[config.mk]
export PLATFORM = sky130hd
export DESIGN_NAME = int_entry_seq
export DESIGN_NICKNAME = d
export VERILOG_FILES = /design/src/rtl/ies_pkg.sv /design/src/rtl/ies_gate_dec.sv /design/src/rtl/ies_ring_sel.sv /design/src/rtl/ies_frame_mux.sv /design/src/rtl/int_entry_seq.sv
export SDC_FILE = /design/constraint.sdc
export NUM_CORES = 1
export LEC_CHECK = 0
export ABC_AREA = 1
export BUFFER_PORTS_ARGS = -buffer_cell sky130_fd_sc_hd__buf_2
export CORE_ASPECT_RATIO = 1.1
export CORE_MARGIN = 4
export CORE_UTILIZATION = 27
export CTS_BUF_LIST = sky130_fd_sc_hd__clkbuf_4 sky130_fd_sc_hd__clkbuf_8 sky130_fd_sc_hd__clkbuf_16
export CTS_CLUSTER_SIZE = 24
export DETAILED_ROUTE_END_ITERATION = 8
export SLEW_MARGIN = 20
export SYNTH_ARGS = -nofsm -noshare
export SYNTH_HDL_FRONTEND = slang
export SYNTH_SLANG_ARGS = --single-unit
[constraint.sdc]
create_clock -name clk -period 2.2 [get_ports clk]
set_input_delay 0.22 -clock clk [delete_from_list [all_inputs] [get_ports clk]]
set_output_delay 0.22 -clock clk [all_outputs]
set_load 0.1 [all_outputs]
[src/rtl/ies_pkg.sv]
// Shared types and constants for the interrupt entry stack sequencer.
// Assumes the gate type code values used by the descriptor decoder.
package ies_pkg;
    typedef enum logic [1:0] {
        ST_IDLE,
        ST_SWITCH,
        ST_PUSH,
        ST_LOADCS
    } ies_state_t;

    localparam logic [3:0] GT_INT16  = 4'h6;
    localparam logic [3:0] GT_TRAP16 = 4'h7;
    localparam logic [3:0] GT_INT32  = 4'hE;
    localparam logic [3:0] GT_TRAP32 = 4'hF;

    localparam int SLOTW = 3;
    localparam logic [SLOTW-1:0] SLOT_SS    = 3'd0;
    localparam logic [SLOTW-1:0] SLOT_SP    = 3'd1;
    localparam logic [SLOTW-1:0] SLOT_FLAGS = 3'd2;
    localparam logic [SLOTW-1:0] SLOT_CS    = 3'd3;
    localparam logic [SLOTW-1:0] SLOT_IP    = 3'd4;

    localparam int IF_BIT = 9;
    localparam int HALF_W = 16;
endpackage

[src/rtl/ies_gate_dec.sv]
// Gate decoder: derives push width, interrupt-flag masking and the stack
// switch decision from mode, privilege and gate type. Purely combinational.
// Assumes the target privilege is the low bits of the gate selector.
module ies_gate_dec
    import ies_pkg::*;
#(
    parameter int PLW = 2
) (
    input  logic           prot,
    input  logic           cs_wide,
    input  logic [3:0]     gtype,
    input  logic [PLW-1:0] cpl,
    input  logic [PLW-1:0] rpl,
    output logic           wide,
    output logic           mask_if,
    output logic           switch_stk
);
    logic gate32;
    logic toggle;

    // Gate size from its type code.
    always_comb gate32 = (gtype == GT_INT32) || (gtype == GT_TRAP32);

    // Operand size: start from CS size, flip when the gate size differs; real mode forces 16.
    always_comb begin
        toggle = prot && (gate32 != cs_wide);
        wide   = prot ? (cs_wide ^ toggle) : 1'b0;
    end

    // Flag masking and stack switch decision.
    always_comb begin
        if (prot) begin
            mask_if    = (gtype == GT_INT16) || (gtype == GT_INT32);
            switch_stk = cpl > rpl;
        end else begin
            mask_if    = 1'b1;
            switch_stk = 1'b0;
        end
    end
endmodule

[src/rtl/ies_ring_sel.sv]
// Per-ring stack selector: picks the inner-ring stack selector and pointer
// for the target privilege level out of flat packed tables.
// Assumes ring r lives in slice r; an out-of-table ring yields zeros.
module ies_ring_sel #(
    parameter int RINGS = 3,
    parameter int PLW   = 2,
    parameter int SELW  = 16,
    parameter int AW    = 32
) (
    input  logic [RINGS*SELW-1:0] ring_ss,
    input  logic [RINGS*AW-1:0]   ring_sp,
    input  logic [PLW-1:0]        rpl,
    output logic [SELW-1:0]       sel_ss,
    output logic [AW-1:0]         sel_sp
);
    logic [SELW-1:0] ss_tab [RINGS];
    logic [AW-1:0]   sp_tab [RINGS];

    genvar g;
    generate
        for (g = 0; g < RINGS; g++) begin : g_unpack
            assign ss_tab[g] = ring_ss[g*SELW +: SELW];
            assign sp_tab[g] = ring_sp[g*AW +: AW];
        end
    endgenerate

    // Multiplex the entry that matches the target ring.
    always_comb begin
        sel_ss = '0;
        sel_sp = '0;
        for (int r = 0; r < RINGS; r++) begin
            if (rpl == PLW'(r)) begin
                sel_ss = ss_tab[r];
                sel_sp = sp_tab[r];
            end
        end
    end
endmodule

[src/rtl/ies_frame_mux.sv]
// Frame multiplexer: chooses the value for the current push slot, trims it
// to 16 bits for narrow pushes, and computes the decremented stack pointer.
// Assumes slots are numbered as in the package.
module ies_frame_mux
    import ies_pkg::*;
#(
    parameter int SELW = 16,
    parameter int AW   = 32
) (
    input  logic [SLOTW-1:0] slot,
    input  logic             wide,
    input  logic [SELW-1:0]  old_ss,
    input  logic [AW-1:0]    old_sp,
    input  logic [AW-1:0]    flags,
    input  logic [SELW-1:0]  cs,
    input  logic [AW-1:0]    ip,
    input  logic [AW-1:0]    sp,
    output logic [AW-1:0]    data,
    output logic [AW-1:0]    next_sp
);
    localparam logic [AW-1:0] STEP_W = AW'(4);
    localparam logic [AW-1:0] STEP_N = AW'(2);

    logic [AW-1:0] raw;

    // Select the slot value.
    always_comb begin
        unique case (slot)
            SLOT_SS:    raw = {{(AW-SELW){1'b0}}, old_ss};
            SLOT_SP:    raw = old_sp;
            SLOT_FLAGS: raw = flags;
            SLOT_CS:    raw = {{(AW-SELW){1'b0}}, cs};
            default:    raw = ip;
        endcase
    end

    // Trim narrow pushes and step the pointer.
    always_comb begin
        data    = wide ? raw : {{(AW-HALF_W){1'b0}}, raw[HALF_W-1:0]};
        next_sp = sp - (wide ? STEP_W : STEP_N);
    end
endmodule

[src/rtl/int_entry_seq.sv]
// Interrupt entry stack sequencer. Captures the entry inputs on start,
// optionally switches to an inner-ring stack, pushes the frame over a
// valid/ready port, checks the new CS, and commits the new state on done.
// Assumes selector validation and memory writes are done by neighbours
// answering seg_chk_ok and push_ready/push_err in the same cycle.
module int_entry_seq
    import ies_pkg::*;
#(
    parameter int AW    = 32,
    parameter int SELW  = 16,
    parameter int PLW   = 2,
    parameter int RINGS = 3
) (
    input  logic                  clk,
    input  logic                  rst_n,
    input  logic                  start,
    input  logic                  prot_en,
    input  logic [PLW-1:0]        cpl,
    input  logic                  cs_wide,
    input  logic [SELW-1:0]       gate_sel,
    input  logic [AW-1:0]         gate_off,
    input  logic [3:0]            gate_type,
    input  logic [SELW-1:0]       cur_ss,
    input  logic [AW-1:0]         cur_sp,
    input  logic [AW-1:0]         cur_flags,
    input  logic [SELW-1:0]       cur_cs,
    input  logic [AW-1:0]         cur_ip,
    input  logic [RINGS*SELW-1:0] ring_ss,
    input  logic [RINGS*AW-1:0]   ring_sp,
    output logic                  busy,
    output logic                  push_valid,
    input  logic                  push_ready,
    input  logic                  push_err,
    output logic                  push_wide,
    output logic [SELW-1:0]       push_seg,
    output logic [AW-1:0]         push_addr,
    output logic [AW-1:0]         push_data,
    output logic                  seg_chk_valid,
    output logic [SELW-1:0]       seg_chk_sel,
    input  logic                  seg_chk_ok,
    output logic                  done,
    output logic                  abort,
    output logic [SELW-1:0]       out_ss,
    output logic [AW-1:0]         out_sp,
    output logic [AW-1:0]         out_flags,
    output logic [SELW-1:0]       out_cs,
    output logic [AW-1:0]         out_ip
);
    localparam logic [AW-1:0] IF_MASK = AW'(1) << IF_BIT;

    ies_state_t      state;
    logic [SLOTW-1:0] slot;

    // Latched entry context.
    logic            l_wide, l_mask;
    logic [SELW-1:0] l_sel, l_new_ss, l_old_ss, l_cs;
    logic [AW-1:0]   l_off, l_new_sp, l_old_sp, l_flags, l_ip;

    // Working stack.
    logic [SELW-1:0] w_ss;
    logic [AW-1:0]   w_sp;

    // Decoder results.
    logic            d_wide, d_mask, d_switch;
    logic [SELW-1:0] r_ss;
    logic [AW-1:0]   r_sp;
    logic [AW-1:0]   fm_data, fm_next_sp;

    logic            done_q, abort_q;
    logic            take_start, sw_ok, push_ok, cs_ok, fail;

    ies_gate_dec #(.PLW(PLW)) u_dec (
        .prot       (prot_en),
        .cs_wide    (cs_wide),
        .gtype      (gate_type),
        .cpl        (cpl),
        .rpl        (gate_sel[PLW-1:0]),
        .wide       (d_wide),
        .mask_if    (d_mask),
        .switch_stk (d_switch)
    );

    ies_ring_sel #(.RINGS(RINGS), .PLW(PLW), .SELW(SELW), .AW(AW)) u_ring (
        .ring_ss (ring_ss),
        .ring_sp (ring_sp),
        .rpl     (gate_sel[PLW-1:0]),
        .sel_ss  (r_ss),
        .sel_sp  (r_sp)
    );

    ies_frame_mux #(.SELW(SELW), .AW(AW)) u_mux (
        .slot    (slot),
        .wide    (l_wide),
        .old_ss  (l_old_ss),
        .old_sp  (l_old_sp),
        .flags   (l_flags),
        .cs      (l_cs),
        .ip      (l_ip),
        .sp      (w_sp),
        .data    (fm_data),
        .next_sp (fm_next_sp)
    );

    // Step qualifiers for the sequencer.
    always_comb begin
        take_start = (state == ST_IDLE) && start;
        sw_ok      = (state == ST_SWITCH) && seg_chk_ok;
        push_ok    = (state == ST_PUSH) && push_ready && !push_err;
        cs_ok      = (state == ST_LOADCS) && seg_chk_ok;
        fail       = ((state == ST_SWITCH) && !seg_chk_ok)
                   || ((state == ST_PUSH) && push_ready && push_err)
                   || ((state == ST_LOADCS) && !seg_chk_ok);
    end

    // Port drive from current state.
    always_comb begin
        busy          = state != ST_IDLE;
        push_valid    = state == ST_PUSH;
        push_wide     = l_wide;
        push_seg      = w_ss;
        push_addr     = fm_next_sp;
        push_data     = fm_data;
        seg_chk_valid = (state == ST_SWITCH) || (state == ST_LOADCS);
        seg_chk_sel   = (state == ST_SWITCH) ? l_new_ss : l_sel;
        done          = done_q;
        abort         = abort_q;
    end

    // State and slot sequencing.
    always_ff @(posedge clk) begin
        if (!rst_n) begin
            state <= ST_IDLE;
            slot  <= '0;
        end else begin
            if (take_start) begin
                state <= d_switch ? ST_SWITCH : ST_PUSH;
                slot  <= d_switch ? SLOT_SS : SLOT_FLAGS;
            end else if (fail || cs_ok) begin
                state <= ST_IDLE;
            end else if (sw_ok) begin
                state <= ST_PUSH;
            end else if (push_ok) begin
                if (slot == SLOT_IP) state <= ST_LOADCS;
                else                 slot  <= slot + 1'b1;
            end
        end
    end

    // Capture of the entry context at an accepted start.
    always_ff @(posedge clk) begin
        if (!rst_n) begin
            l_wide   <= 1'b0;
            l_mask   <= 1'b0;
            l_sel    <= '0;
            l_new_ss <= '0;
            l_old_ss <= '0;
            l_cs     <= '0;
            l_off    <= '0;
            l_new_sp <= '0;
            l_old_sp <= '0;
            l_flags  <= '0;
            l_ip     <= '0;
        end else if (take_start) begin
            l_wide   <= d_wide;
            l_mask   <= d_mask;
            l_sel    <= gate_sel;
            l_new_ss <= r_ss;
            l_old_ss <= cur_ss;
            l_cs     <= cur_cs;
            l_off    <= gate_off;
            l_new_sp <= r_sp;
            l_old_sp <= cur_sp;
            l_flags  <= cur_flags;
            l_ip     <= cur_ip;
        end
    end

    // Working stack segment and pointer.
    always_ff @(posedge clk) begin
        if (!rst_n) begin
            w_ss <= '0;
            w_sp <= '0;
        end else if (take_start) begin
            w_ss <= cur_ss;
            w_sp <= cur_sp;
        end else if (sw_ok) begin
            w_ss <= l_new_ss;
            w_sp <= l_new_sp;
        end else if (push_ok) begin
            w_sp <= fm_next_sp;
        end
    end

    // Commit of results and completion pulses.
    always_ff @(posedge clk) begin
        if (!rst_n) begin
            out_ss    <= '0;
            out_sp    <= '0;
            out_flags <= '0;
            out_cs    <= '0;
            out_ip    <= '0;
            done_q    <= 1'b0;
            abort_q   <= 1'b0;
        end else begin
            done_q  <= cs_ok;
            abort_q <= fail;
            if (cs_ok) begin
                out_ss    <= w_ss;
                out_sp    <= w_sp;
                out_flags <= l_mask ? (l_flags & ~IF_MASK) : l_flags;
                out_cs    <= l_sel;
                out_ip    <= l_wide ? l_off : {l_ip[AW-1:HALF_W], l_off[HALF_W-1:0]};
            end
        end
    end

    // a stalled push request holds its contents.
    p_hold_r10: assert property (@(posedge clk) disable iff (!rst_n)
        (push_valid && !push_ready) |=> (push_valid && $stable(push_data)
            && $stable(push_addr) && $stable(push_seg) && $stable(push_wide)));

    // an accepted push moves the stack pointer to the address it wrote.
    p_sp_step_r4: assert property (@(posedge clk) disable iff (!rst_n)
        (push_valid && push_ready && !push_err) |=> (w_sp == $past(push_addr)));

    // done and abort never coincide; abort keeps committed state.
    p_excl_r8: assert property (@(posedge clk) disable iff (!rst_n)
        !(done && abort));
    p_abort_keep_r8: assert property (@(posedge clk) disable iff (!rst_n)
        abort |-> ($stable(out_cs) && $stable(out_ip) && $stable(out_sp)));

    // completion is seen with the machine idle; pushes only while busy.
    p_done_idle_r9: assert property (@(posedge clk) disable iff (!rst_n)
        (done || abort) |-> !busy);
    p_push_busy_r9: assert property (@(posedge clk) disable iff (!rst_n)
        push_valid |-> busy);

    // an interrupt-gate entry never commits with the flag set.
    p_if_clear_r5: assert property (@(posedge clk) disable iff (!rst_n)
        (done && l_mask) |-> !out_flags[IF_BIT]);
endmodule

==> metrics.md <==
| Metric | Value |
|---|---|
| Max-cap violations | `0` |
| Reg-to-Reg End | `w_sp[25]` |
| Syn Area/Cell | `6.87 um^2` |
| Drt first-iter violations | `1463` |
| Commonest non-fill, non-tap cells in the layout | `673 x nand2_1, 482 x buf_2, 401 x dfxtp_1, 309 x nor2_1, 275 x a21oi_1` |
| Switching Fraction | `44.4%` |
| Netlist cell types | `35` |
| Status | `finished with violations` |
| Vias in the first global route | `20500` |
| Clk buf depth | `3` |
| Failing checks | `setup timing` |
| Total grt overflow | `0` |
| Syn-to-layout area delta | `67.8%` |
| Via count | `21100` |
| Unrepaired setup endpoints after global routing | `true` |
| RR Startpoint | `push_wide` |
| Peak Freq | `roughly 380 MHz` |
| DP Cell Count | `about 3900` |
| Post-layout util | `45.8%` |
| Synth top area cells | `dfxtp_1 46%, nand2_1 17%, a21oi_1 7.7%` |
| # port buffers | `about 560` |
| Leakage | `13.1 nW` |
| Post-synth top area cell | `dfxtp_1` |
| Int Pwr | `0.0199 W` |
| Final net count | `3738` |
| R2R Setup Slk | `130 ps` |
| DRC | `0` |
| Type of destination of the critical path | `output pin` |
| Initial core utilization | `27.3%` |
| Clock sinks | `409` |
| Ordered cell list for the critical path | `inv_6 > ha_4 > fa_2 > nand2_2 > nor2_2 > nand2_4 > xor2_4 > clkinvlp_4 > buf_12` |
| Highest layer used for signal routing | `met5` |
| Fin cells | `4287` |
| Routed WL | `86300 um` |
| Worst vdd ir | `0.848 mV` |
| Min-delay worst type | `input port to flip-flop` |
| CTS tree | `done` |
| Number of antenna violations at the first check in global routing | `8` |
| Sequential element share of the synthesized area | `46.1%` |
| Hold Crit Depth | `3` |
| Final worst-path cycle share | `119%` |
| Largest net degree at the start of global routing | `93` |
| Arr. time, crit path | `~2400 ps` |
| Chip Height | `277 um` |
| Die ar. | `70000 um^2` |
| Syn nets | `2929` |
| Crit path max fanout | `5` |
| WL/cell | `20.1 um` |
| Row count | `just under 100` |
| First-pass DRT Iterations | `8` |
| Worst setup SP type | `flip-flop` |
| Yosys warns | `0` |
| Crit-path max cell delay | `470 ps` |
| Commonest non-fill, non-tap cell in the layout | `nand2_1` |
| CTS H-tree lvls | `2` |
| Final setup viols | `62` |
| Psw | `0.0159 W` |
| Worst setup margin | `-412 ps` |
| Final setup TNS | `-19130 ps` |
| Fraction of layout instances using a drive strength above 1 | `29.7%` |
| Core Area | `65100 um^2` |
| Die width | `253 um` |
| Vias/cell | `roughly 4.9` |
| Post-DRT Antenna Nets | `0` |
| Sequential power share | `between 20% and 30%` |
| PwrDens | `~1200 nW/um^2` |
| Clk pwr share | `roughly 25%` |
| Min-Delay Startpoint | `cur_ss[4]` |
| Clk pin slew, worst setup/hold paths | `60 ps` |
| Async SR Flop Fraction | `0%` |
| Pins Over Slew Limit | `0` |
| Post-synth EDFFs | `0` |
| Fin. Hold Viols | `0` |
| Combinational power share | `48.5%` |
| Total GRT Usage | `23.2%` |
| Worst Hold Path EP | `l_old_ss[4]` |
| Dominant synthesized flop cell | `dfxtp_1` |
| CTS buffer count | `49` |
| Worst Max-Slew Pin Slew | `roughly 740 ps` |
| Final min period | `2610 ps` |
| Worst reg2reg path depth | `11` |
| Boundary pin count | `564` |
| Met3 WL | `5660 um` |
| Clock Skew | `19.3 ps` |
| Worst hold margin | `between 30 and 40 ps` |
| Mapped Area | `17800 um^2` |
| Worst path required time | `between 1500 and 2000 ps` |
| Placer Congestion | `0.919` |
| Cells after Synth | `approximately 2600` |
| Clock Latency Late Sink | `590 ps` |
| Synth top area share | `46.1%` |
| Yosys reg bits | `409` |
| Worst path slowest cell | `fa_2` |
| First-pass GRT wire length | `126000 um` |
| M1 WL | `33800 um` |
| Post-DP HPWL | `just over 60000 um` |
| Crit Path Category | `flip-flop to output pin` |
| Slew headroom | `50.5%` |
| Pre-CTS setup slack | `around 110 ps` |
| Wire length on met2 | `42400 um` |
| Clock root cell | `clkbuf_16` |
[metal layers]
layer	track usage, %	vias up
met3	4.11	223
met4	10.3	6
met1	27.8	9940
li1	-	10100
met5	0	-
met2	40.6	894
[worst max-delay path, delay by kind of cell, from the launching register on]
family	cells	cell delay, ps
xor+xnor	1	190
fa+ha+maj	2	620
buf+inv	3	330
simple gates	3	280
flops	1	370
[Yosys cell counts (all sizes together) (2+ instances only)]
library cell  instances
a21oi               277
a221oi               16
a31oi                69
buf                  64
clkbuf              118
dfxtp               409
ha                    9
inv                 113
nand2               791
nand3               105
nand3b                2
nand4                 7
nor2                339
o211ai                6
o21ai               246
xor2                  8
[worst max-delay path by stage]
| stage | slack, ps | startpoint | depth (start not counted) | end |
|---|---|---|---|---|
| floorplan | -430 | push_wide | 9 | w_sp[5] |
| global placement | 120 | push_wide | 9 | push_addr[17] |
| detailed placement | 110 | push_wide | 9 | push_addr[17] |
| CTS | -430 | push_wide | 9 | push_addr[17] |
| global route | -500 | slot[0] | 12 | push_data[2] |
| finish | -410 | push_wide | 9 | push_addr[17] |
[registers in the layout, summed over array words and instances (netlist names), 2 cells and up]
register / cells
l_flags: 32
l_ip: 32
l_new_sp: 32
l_off: 32
l_old_sp: 32
out_flags: 32
out_ip: 32
out_sp: 32
w_sp: 32
l_cs: 16
l_new_ss: 16
l_old_ss: 16
l_sel: 16
out_cs: 16
out_ss: 16
push_seg: 16
slot: 3
state: 2
[per-stage QoR]
stage,instance area [um^2],total power (W)
floorplan,18900,0.0193
global placement,23900,0.0246
detailed placement,23900,0.0247
CTS,29400,0.0353
global route,29800,0.0372
finish,29800,0.0358
[layout make-up]
class	instances	area, um^2
Fill cell	6289	35300
Multi-Input combinational cell	1881	10200
Sequential cell	409	8210
Timing Repair Buffer	940	8050
Clock buffer	72	1530
Tap cell	850	1060
Inverter	113	515
Clock inverter	18	238
Antenna cell	4	10.0
[logic make-up (layout without fill, tap and decap cells)]
group	after synthesis	in the layout	synth area share, %
flops	409	409	46.1
other cells	0	4	0
xor+xnor	9	9	0.444
buf+inv	295	1143	6.84
simple gates	1245	1245	27.5
compound gates	617	617	18.4
fa+ha+maj	10	10	0.746
[power groups by stage]
| stage | Combinational, W | Sequential [W] | Clock, W |
|---|---|---|---|
| 3_3_place_gp | 0.0149 | 0.00963 | 0 |
| 4_1_cts | 0.0167 | 0.00958 | 0.00899 |
| 6_report | 0.0173 | 0.00963 | 0.00880 |
| 2_1_floorplan | 0.00941 | 0.00993 | 0 |
| 3_5_place_dp | 0.0150 | 0.00964 | 0 |
| 5_1_grt | 0.0182 | 0.00975 | 0.00925 |
[what timing repair did]
| action | 4_1_cts | 5_1_grt |
|---|---|---|
| pin swaps | 29 | 31 |
| setup endpoints to repair | 78 | 80 |
| hold buffers | 270 | 0 |
| buffers inserted | 28 | 10 |
| gates resized for setup | 164 | 59 |
| gates cloned | 2 | 3 |
| endpoints found under the hold margin | 251 | 0 |
(Power assumes the default switching activity.)
